<file path="src/rtl/bus_target_pkg.sv">
// Shared types and constants for the target address/command handler.
// Assumes 7-bit addresses carried in bits [7:1] of a byte.
package bus_target_pkg;

    localparam int ADDR_W = 7;
    localparam logic [ADDR_W-1:0] BCAST_ADDR = 7'h7E;

    // Frame event kinds as delivered by the bit-level front end.
    typedef enum logic [1:0] {
        EV_START = 2'd0,
        EV_HDR   = 2'd1,
        EV_DATA  = 2'd2,
        EV_STOP  = 2'd3
    } ev_kind_e;

    // Command identifiers (below 8'h80 broadcast, at or above directed).
    localparam logic [7:0] CMD_EVT_ON_ALL  = 8'h00;
    localparam logic [7:0] CMD_EVT_OFF_ALL = 8'h01;
    localparam logic [7:0] CMD_ADDR_RESET  = 8'h06;
    localparam logic [7:0] CMD_EVT_ON_ONE  = 8'h80;
    localparam logic [7:0] CMD_EVT_OFF_ONE = 8'h81;
    localparam logic [7:0] CMD_NEW_ADDR    = 8'h88;

    // Frame tracking states.
    typedef enum logic [2:0] {
        ST_IDLE,   // between frames
        ST_HDR,    // start seen, header expected
        ST_PRIV,   // private transfer to this device
        ST_CMD,    // broadcast header seen, identifier expected
        ST_BMASK,  // broadcast enable/disable mask expected
        ST_DTGT,   // directed command, target byte expected
        ST_DPAY,   // directed command, payload expected
        ST_SKIP    // nothing more to accept in this frame
    } frame_st_e;

    // True when the identifier is one this block executes.
    function automatic logic cmd_known(input logic [7:0] id);
        return (id == CMD_EVT_ON_ALL) || (id == CMD_EVT_OFF_ALL) ||
               (id == CMD_ADDR_RESET) || (id == CMD_EVT_ON_ONE) ||
               (id == CMD_EVT_OFF_ONE) || (id == CMD_NEW_ADDR);
    endfunction

endpackage

</file>
<file path="src/rtl/tgt_addr_store.sv">
// Holds the dynamic address and its valid flag and presents the address the
// device currently answers at. Assumes set and clear strobes never coincide.
module tgt_addr_store
    import bus_target_pkg::*;
#(
    parameter logic [ADDR_W-1:0] STATIC_ADDR = 7'h2A
) (
    input  logic              clk,
    input  logic              rst_n,
    input  logic              set_stb,
    input  logic [ADDR_W-1:0] set_val,
    input  logic              clr_stb,
    output logic [ADDR_W-1:0] dyn_addr,
    output logic              dyn_valid,
    output logic [ADDR_W-1:0] active_addr
);

    // Address register: loaded by set-new-address, invalidated by reset-address.
    always_ff @(posedge clk) begin
        if (!rst_n) begin
            dyn_addr  <= '0;
            dyn_valid <= 1'b0;
        end else if (set_stb) begin
            dyn_addr  <= set_val;
            dyn_valid <= 1'b1;
        end else if (clr_stb) begin
            dyn_valid <= 1'b0;
        end
    end

    // Address to match headers and directed targets against.
    always_comb begin
        active_addr = dyn_valid ? dyn_addr : STATIC_ADDR;
    end

    // a clear strobe leaves the address invalid.
    p_clr_invalidates_r6: assert property (@(posedge clk) disable iff (!rst_n)
        (clr_stb && !set_stb) |=> !dyn_valid);

    // the broadcast address is never taken as the device's own.
    p_no_bcast_addr_r9: assert property (@(posedge clk) disable iff (!rst_n)
        dyn_valid |-> (dyn_addr != BCAST_ADDR));

    // a set strobe installs exactly the offered value.
    p_set_loads_r8: assert property (@(posedge clk) disable iff (!rst_n)
        set_stb |=> (dyn_valid && dyn_addr == $past(set_val)));

endmodule

</file>
<file path="src/rtl/tgt_event_flags.sv">
// One enable flag per event type, set or cleared by mask strobes.
// Assumes set and clear masks are never active in the same cycle.
module tgt_event_flags #(
    parameter int NUM_EVT = 3
) (
    input  logic               clk,
    input  logic               rst_n,
    input  logic [NUM_EVT-1:0] set_mask,
    input  logic [NUM_EVT-1:0] clr_mask,
    output logic [NUM_EVT-1:0] en
);

    for (genvar g = 0; g < NUM_EVT; g++) begin : g_flag
        // Per-event enable: reset to on, then follows mask strobes.
        always_ff @(posedge clk) begin
            if (!rst_n)
                en[g] <= 1'b1;
            else if (set_mask[g])
                en[g] <= 1'b1;
            else if (clr_mask[g])
                en[g] <= 1'b0;
        end
    end

    // the two masks never overlap.
    p_masks_disjoint_r5: assert property (@(posedge clk) disable iff (!rst_n)
        (set_mask & clr_mask) == '0);

    // with no strobe the flags hold.
    p_flags_hold_r5: assert property (@(posedge clk) disable iff (!rst_n)
        (set_mask == '0 && clr_mask == '0) |=> $stable(en));

endmodule

</file>
<file path="src/rtl/tgt_frame_fsm.sv">
// Tracks the frame from the event stream, decides acknowledges and issues
// strobes to the address store and event flags. Assumes at most one event
// per cycle and that every frame opens with a start event.
module tgt_frame_fsm
    import bus_target_pkg::*;
#(
    parameter int NUM_EVT = 3
) (
    input  logic               clk,
    input  logic               rst_n,
    input  logic               ev_vld,
    input  logic [1:0]         ev_kind,
    input  logic [7:0]         ev_byte,
    input  logic [ADDR_W-1:0]  active_addr,
    output logic               ack_vld,
    output logic               ack_ok,
    output logic               da_set,
    output logic [ADDR_W-1:0]  da_val,
    output logic               da_clr,
    output logic [NUM_EVT-1:0] ev_set,
    output logic [NUM_EVT-1:0] ev_clr
);

    frame_st_e   state, state_d;
    logic [7:0]  cmd_q, cmd_d;
    logic        rsp_d, hit_d;
    ev_kind_e    kind;
    logic [ADDR_W-1:0] byte_addr;

    assign kind      = ev_kind_e'(ev_kind);
    assign byte_addr = ev_byte[7:1];

    // Next-state, acknowledge and strobe decision for the presented event.
    always_comb begin
        state_d = state;
        cmd_d   = cmd_q;
        rsp_d   = 1'b0;
        hit_d   = 1'b0;
        da_set  = 1'b0;
        da_val  = byte_addr;
        da_clr  = 1'b0;
        ev_set  = '0;
        ev_clr  = '0;
        if (ev_vld) begin
            unique case (kind)
                EV_START: state_d = ST_HDR;
                EV_STOP:  state_d = ST_IDLE;
                EV_HDR: begin
                    rsp_d   = 1'b1;
                    state_d = ST_SKIP;
                    if (state == ST_HDR) begin
                        if (byte_addr == BCAST_ADDR && !ev_byte[0]) begin
                            hit_d   = 1'b1;
                            state_d = ST_CMD;
                        end else if (byte_addr == active_addr &&
                                     byte_addr != BCAST_ADDR) begin
                            hit_d   = 1'b1;
                            state_d = ST_PRIV;
                        end
                    end
                end
                EV_DATA: begin
                    rsp_d = 1'b1;
                    case (state)
                        ST_PRIV: hit_d = 1'b1;
                        ST_CMD: begin
                            state_d = ST_SKIP;
                            if (cmd_known(ev_byte)) begin
                                hit_d = 1'b1;
                                cmd_d = ev_byte;
                                if (ev_byte == CMD_ADDR_RESET)
                                    da_clr = 1'b1;
                                else if (ev_byte[7])
                                    state_d = ST_DTGT;
                                else
                                    state_d = ST_BMASK;
                            end
                        end
                        ST_BMASK: begin
                            hit_d   = 1'b1;
                            state_d = ST_SKIP;
                            if (cmd_q == CMD_EVT_ON_ALL)
                                ev_set = ev_byte[NUM_EVT-1:0];
                            else
                                ev_clr = ev_byte[NUM_EVT-1:0];
                        end
                        ST_DTGT: begin
                            state_d = ST_SKIP;
                            if (byte_addr == active_addr) begin
                                hit_d   = 1'b1;
                                state_d = ST_DPAY;
                            end
                        end
                        ST_DPAY: begin
                            state_d = ST_SKIP;
                            if (cmd_q == CMD_EVT_ON_ONE) begin
                                hit_d  = 1'b1;
                                ev_set = ev_byte[NUM_EVT-1:0];
                            end else if (cmd_q == CMD_EVT_OFF_ONE) begin
                                hit_d  = 1'b1;
                                ev_clr = ev_byte[NUM_EVT-1:0];
                            end else if (cmd_q == CMD_NEW_ADDR &&
                                         byte_addr != BCAST_ADDR) begin
                                hit_d  = 1'b1;
                                da_set = 1'b1;
                            end
                        end
                        default: hit_d = 1'b0;
                    endcase
                end
                default: state_d = state;
            endcase
        end
    end

    // Frame state and latched command identifier.
    always_ff @(posedge clk) begin
        if (!rst_n) begin
            state <= ST_IDLE;
            cmd_q <= '0;
        end else begin
            state <= state_d;
            cmd_q <= cmd_d;
        end
    end

    // Registered acknowledge decision for the front end.
    always_ff @(posedge clk) begin
        if (!rst_n) begin
            ack_vld <= 1'b0;
            ack_ok  <= 1'b0;
        end else begin
            ack_vld <= rsp_d;
            ack_ok  <= hit_d;
        end
    end

    // an unknown identifier is answered with no acknowledge.
    p_unknown_nack_r4: assert property (@(posedge clk) disable iff (!rst_n)
        (ev_vld && kind == EV_DATA && state == ST_CMD && !cmd_known(ev_byte))
        |=> (ack_vld && !ack_ok));

    // a stop always returns the tracker to idle.
    p_stop_idles_r10: assert property (@(posedge clk) disable iff (!rst_n)
        (ev_vld && kind == EV_STOP) |=> (state == ST_IDLE));

    // data outside a frame is never acknowledged.
    p_idle_data_nack_r10: assert property (@(posedge clk) disable iff (!rst_n)
        (ev_vld && kind == EV_DATA && state == ST_IDLE) |=> !ack_ok);

endmodule

</file>
<file path="src/rtl/bus_target_ctl.sv">
// Top of the target address and command handler: wires the frame tracker
// to the address store and event flags. Assumes a byte-level event stream
// from a separate bit-level front end, one event per cycle at most.
module bus_target_ctl
    import bus_target_pkg::*;
#(
    parameter logic [6:0] STATIC_ADDR = 7'h2A,
    parameter int         NUM_EVT     = 3
) (
    input  logic               clk,
    input  logic               rst_n,
    input  logic               ev_vld,
    input  logic [1:0]         ev_kind,
    input  logic [7:0]         ev_byte,
    output logic               ack_vld,
    output logic               ack_ok,
    output logic [6:0]         dyn_addr,
    output logic               dyn_valid,
    output logic [NUM_EVT-1:0] evt_en
);

    logic              da_set, da_clr;
    logic [ADDR_W-1:0] da_val, active_addr;
    logic [NUM_EVT-1:0] ev_set, ev_clr;

    tgt_frame_fsm #(.NUM_EVT(NUM_EVT)) u_fsm (
        .clk        (clk),
        .rst_n      (rst_n),
        .ev_vld     (ev_vld),
        .ev_kind    (ev_kind),
        .ev_byte    (ev_byte),
        .active_addr(active_addr),
        .ack_vld    (ack_vld),
        .ack_ok     (ack_ok),
        .da_set     (da_set),
        .da_val     (da_val),
        .da_clr     (da_clr),
        .ev_set     (ev_set),
        .ev_clr     (ev_clr)
    );

    tgt_addr_store #(.STATIC_ADDR(STATIC_ADDR)) u_addr (
        .clk        (clk),
        .rst_n      (rst_n),
        .set_stb    (da_set),
        .set_val    (da_val),
        .clr_stb    (da_clr),
        .dyn_addr   (dyn_addr),
        .dyn_valid  (dyn_valid),
        .active_addr(active_addr)
    );

    tgt_event_flags #(.NUM_EVT(NUM_EVT)) u_evt (
        .clk      (clk),
        .rst_n    (rst_n),
        .set_mask (ev_set),
        .clr_mask (ev_clr),
        .en       (evt_en)
    );

    // every header or data event gets a decision one cycle later.
    p_ack_follows_r11: assert property (@(posedge clk) disable iff (!rst_n)
        (ev_vld && (ev_kind == 2'd1 || ev_kind == 2'd2)) |=> ack_vld);

    // no decision without a header or data event.
    p_no_spurious_ack_r11: assert property (@(posedge clk) disable iff (!rst_n)
        !(ev_vld && (ev_kind == 2'd1 || ev_kind == 2'd2)) |=> !ack_vld);

    // an acknowledge is only given as a decision.
    p_ok_needs_vld_r11: assert property (@(posedge clk) disable iff (!rst_n)
        ack_ok |-> ack_vld);

endmodule

</file>
<file path="config.mk">
export PLATFORM = sky130hd
export DESIGN_NAME = bus_target_ctl
export DESIGN_NICKNAME = d
export VERILOG_FILES = /design/src/rtl/bus_target_pkg.sv /design/src/rtl/tgt_addr_store.sv /design/src/rtl/tgt_event_flags.sv /design/src/rtl/tgt_frame_fsm.sv /design/src/rtl/bus_target_ctl.sv
export SDC_FILE = /design/constraint.sdc
export NUM_CORES = 1
export LEC_CHECK = 0
export BUFFER_PORTS_ARGS = -buffer_cell sky130_fd_sc_hd__clkbuf_2
export CAP_MARGIN = 20
export CORE_MARGIN = 5
export CORE_UTILIZATION = 62
export CTS_BUF_LIST = sky130_fd_sc_hd__clkbuf_4
export CTS_CLUSTER_DIAMETER = 120
export DETAILED_ROUTE_END_ITERATION = 8
export GPL_TIMING_DRIVEN = 0
export PLACE_DENSITY = 0.86
export SYNTH_ARGS = -nofsm -noshare
export SYNTH_HDL_FRONTEND = slang
export SYNTH_SLANG_ARGS = --single-unit
</file>
<file path="constraint.sdc">
create_clock -name clk -period 5.3 [get_ports clk]
set_input_delay 1.06 -clock clk [delete_from_list [all_inputs] [get_ports clk]]
set_output_delay 1.06 -clock clk [all_outputs]
set_load 0.01 [all_outputs]
</file>
==> impl_metrics.csv <==
group,metric,value,unit
outcome,status,"complete, no violations",
floorplan,die_y,59.0,um
global_route,grt-ovfl-total,0,
sta,holdWs,0.471,ns
sta,slew_headroom,48.2,%
pwr,p_per_area,218,nW/um^2
floorplan,ios,26,
clocking,cts_root_buf,"clkbuf_4",
logic_synthesis,synth_cell_type_count,52,
pwr,swShare,24.3,%
logic_synthesis,synthCells,168,
floorplan,rows,17,
route,met1Wirelength,1580,um
critical_path,worstSetupPathType,"primary input to flip-flop",
sta,clock.fmax,377,MHz
finish,fin_util,74.8,%
logic_synthesis,synth_edf_count,0,
global_route,grtUsageTotal,21.9,%
floorplan,core,2250,sq um
floorplan,fp.dieW,59.0,um
floorplan,die_area,3480,sq um
finish,nFillCells,174,
sta,setup_viol,0,
clocking,cts_buffers,3,
pwr,p_comb_share,13.3,%
logic_synthesis,synth_ff_type,"dfxtp_1",
critical_path,max_stage_delay,0.65,ns
global_route,grt_pass1_vias,1304,
critical_path,critPathLaunch,"ev_kind[0]",
logic_synthesis,avgSynthCellArea,8.86,sq um
critical_path,arrival,2.89,ns
route,maxUsedRoutingLayer,"met4",
logic_synthesis,syn-cell-area,1490,sq um
logic_synthesis,syn-num-nets,184,
critical_path,required,5.54,ns
route,wl_met3,171,um
pwr,finalPower,0.000368,W
clocking,cts_max_path_buffers,2,
finish,drive_gt1_share,22.2,%
sta,tns,0,ns
pwr,p_sw,0.0000895,W
global_route,antenna_found_initial,0,
hold_path,min_path_type,"flip-flop to flip-flop",
finish,synthToLayoutAreaGrowth,13.3,%
sta,hold_viol,0,
sta,worst_pin_slew,0.772,ns
critical_path,endpoint_kind,"flip-flop",
placement,dp_cells,218,
route,wl_met2,1690,um
floorplan,start_util,66.0,%
pwr,sequentialPowerShare,50.2,%
route,wirelength,3490,um
critical_path,endpoint,"u_addr.dyn_addr[2]$_SDFFE_PN0P_",
critical_path,startpoint_type,"primary input",
clocking,cts_sinks,24,
critical_path,worstPathMaxFanout,8,
pwr,p_int,0.000279,W
critical_path,path_cells,"clkbuf_2, inv_1, ha_1, nand4b_1, nor4_4, mux2i_1, nor2b_1",
finish,nNetsFinal,211,
critical_path,reg2reg_slack,3.16,ns
placement,place_congestion,0.896,
pwr,clockPowerShare,36.5,%
run,cap_violations,0,
critical_path,critical_path_depth,7,
clocking,cts_max_level,1,
sta,period_share,50.0,%
route,wl_per_cell,15.7,um
clocking,cts_tree,"done",
placement,portBuffers,22,
critical_path,slowest_stage,"nor4_4",
clocking,insertion_delay,0.33,ns
route,drt_pass1_iterations,4,
critical_path,r2r_end,"u_addr.dyn_addr[2]$_SDFFE_PN0P_",
route,first_iter_violations,53,
critical_path,critPathBufInv,2,
route,antenna_left,0,
clocking,holdBufCountCts,0,
route,viasPerCell,6.06,
pwr,leakage,0.655,nW
global_route,grt_pass1_wl,5900,um
sta,rsz0062_at_grt,"no",
sta,skew,0.00211,ns
logic_synthesis,synth-seq-area-share,32.3,%
clocking,post-cts-setup-buffer-count,0,
logic_synthesis,synth-seq-cells,24,
finish,antenna_cells,0,
sta,maxSlewViolCount,0,
route,drc,0,
logic_synthesis,async_reset_ff_share,0,%
clocking,cts_resized,0,
global_route,grt_max_degree,15,
route,dr_total_vias,1345,
clocking,cts.reportedPaths.clkPinSlew,0.13,ns
logic_synthesis,yosysWarnings,0,
critical_path,crit_family,"simple AND/OR/NAND/NOR gates",
placement,dp_hpwl,2610,um
finish,final_cells,222,
critical_path,reg2reg_from,"u_fsm.state[2]$_SDFFE_PN0P_",
pwr,ir_drop,0.239,mV
sta,post-route-min-period,2.65,ns
critical_path,reg2regPathDepth,5,
-- how the worst min path moves through the flow --
| stage | startpoint | to | slack [ns] | cells past startpoint |
|---|---|---|---|---|
| CTS | u_evt.en[1]$_SDFFE_PP1P_ | u_evt.en[1]$_SDFFE_PP1P_ | 0.48 | 1 |
| floorplan | u_fsm.cmd_q[2]$_SDFFE_PN0P_ | u_fsm.cmd_q[2]$_SDFFE_PN0P_ | 0.45 | 2 |
| finish | u_evt.en[0]$_SDFFE_PP1P_ | u_evt.en[0]$_SDFFE_PP1P_ | 0.47 | 1 |
| detailed placement | u_evt.en[1]$_SDFFE_PP1P_ | u_evt.en[1]$_SDFFE_PP1P_ | 0.44 | 1 |
| global route | u_evt.en[1]$_SDFFE_PP1P_ | u_evt.en[1]$_SDFFE_PP1P_ | 0.50 | 1 |
| global placement | u_evt.en[1]$_SDFFE_PP1P_ | u_evt.en[1]$_SDFFE_PP1P_ | 0.44 | 1 |
-- cell type report --
| cell class | count | area [sq um] | area share [%] |
|---|---|---|---|
| Clock buffer | 3 | 22.5 | 1.34 |
| Sequential cell | 24 | 480 | 28.5 |
| Buffer | 8 | 56.3 | 3.34 |
| Multi-Input combinational cell | 130 | 930 | 55.1 |
| Clock inverter | 1 | 30.0 | 1.78 |
| Inverter | 6 | 22.5 | 1.34 |
| Timing Repair Buffer | 22 | 110 | 6.53 |
| Tap cell | 28 | 35.0 | 2.08 |
-- placed cells by master, fill, tap and decap left out, types with 2 or more instances in the layout --
| cell | count |
|---|---|
| inv_1 | 6 |
| a21oi_1 | 5 |
| xor2_1 | 4 |
| a21oi_2 | 2 |
| ha_1 | 3 |
| nand2b_1 | 6 |
| nand3_1 | 3 |
| clkbuf_4 | 3 |
| dfxtp_1 | 24 |
| and3_1 | 2 |
| clkbuf_1 | 4 |
| a31oi_1 | 2 |
| o211ai_1 | 3 |
| nand2_1 | 14 |
| mux2i_1 | 9 |
| a21boi_1 | 2 |
| nor2_1 | 7 |
| a21o_1 | 4 |
| o31ai_1 | 2 |
| o22ai_1 | 2 |
| a21boi_0 | 2 |
| clkbuf_2 | 22 |
| o21a_1 | 2 |
| nor2b_1 | 11 |
| nor3_1 | 3 |
| nand4b_1 | 2 |
| nand3b_1 | 2 |
| xnor2_1 | 2 |
| buf_6 | 3 |
| or3_1 | 2 |
| o21ai_0 | 10 |
| and3_2 | 3 |
-- through the flow --
stage                     cell area, sq um  setup WS (ns)
final                                 1690           2.65
after detailed placement              1630           2.31
after global routing                  1690           2.54
after floorplan                       1490           2.59
after CTS                             1690           2.67
after global placement                1630           2.39
-- metal layers --
metal / up-vias / global-route usage [%]
met5: - / 0
met4: 0 / 6.15
met3: 8 / 5.45
met2: 31 / 36.3
met1: 640 / 28.2
li1: 666 / -
-- cells in the mapped netlist (all sizes together), types with 3 or more instances --
master / n / share of area (%)
a21boi: 4 / 2.0
a21o: 4 / 2.0
a21oi: 7 / 2.9
and3: 5 / 2.4
buf: 4 / 2.8
clkbuf: 4 / 1.0
dfxtp: 24 / 32
ha: 3 / 2.5
inv: 6 / 1.5
mux2i: 9 / 6.1
nand2: 14 / 3.5
nand2b: 6 / 2.5
nand3: 3 / 1.0
nor2: 7 / 1.8
nor2b: 11 / 4.6
nor3: 4 / 1.7
o211ai: 3 / 1.5
o21ai: 10 / 3.4
xor2: 4 / 2.4
-- power by group through the flow --
stage               clock network (W)   logic, W  registers [W]
detailed placement                  0  0.0000475       0.000189
global placement                    0  0.0000455       0.000189
CTS                          0.000137  0.0000482       0.000185
floorplan                           0  0.0000320       0.000188
global route                 0.000147  0.0000538       0.000185
finish                       0.000134  0.0000490       0.000185
-- worst reg2reg max path: stages, from the launching register on --
cell and delay, ns:
dfxtp_1 0.39, clkbuf_1 0.36, nand4b_1 0.30, nor4_4 0.65, mux2i_1 0.29, nor2b_1 0.06
-- cell families after synthesis --
kind of cell | after synthesis | synth area share, %
AOI/OAI and AO/OA | 46 | 23.1
muxes | 9 | 6.05
DFF | 24 | 32.3
xor gates and xnor gates | 6 | 3.53
adders and majority gates | 3 | 2.52
buffers and inverters | 14 | 5.29
and+or+nand+nor | 66 | 27.2
-- sequential cells by signal, indices dropped and copies added, names as in the netlist --
name,count
u_fsm.cmd_q,8
u_addr.dyn_addr,7
u_evt.en,3
u_fsm.state,3
u_addr.dyn_valid,1
u_fsm.ack_ok,1
u_fsm.ack_vld,1
No activity file was read; power rests on OpenSTA's default activity.
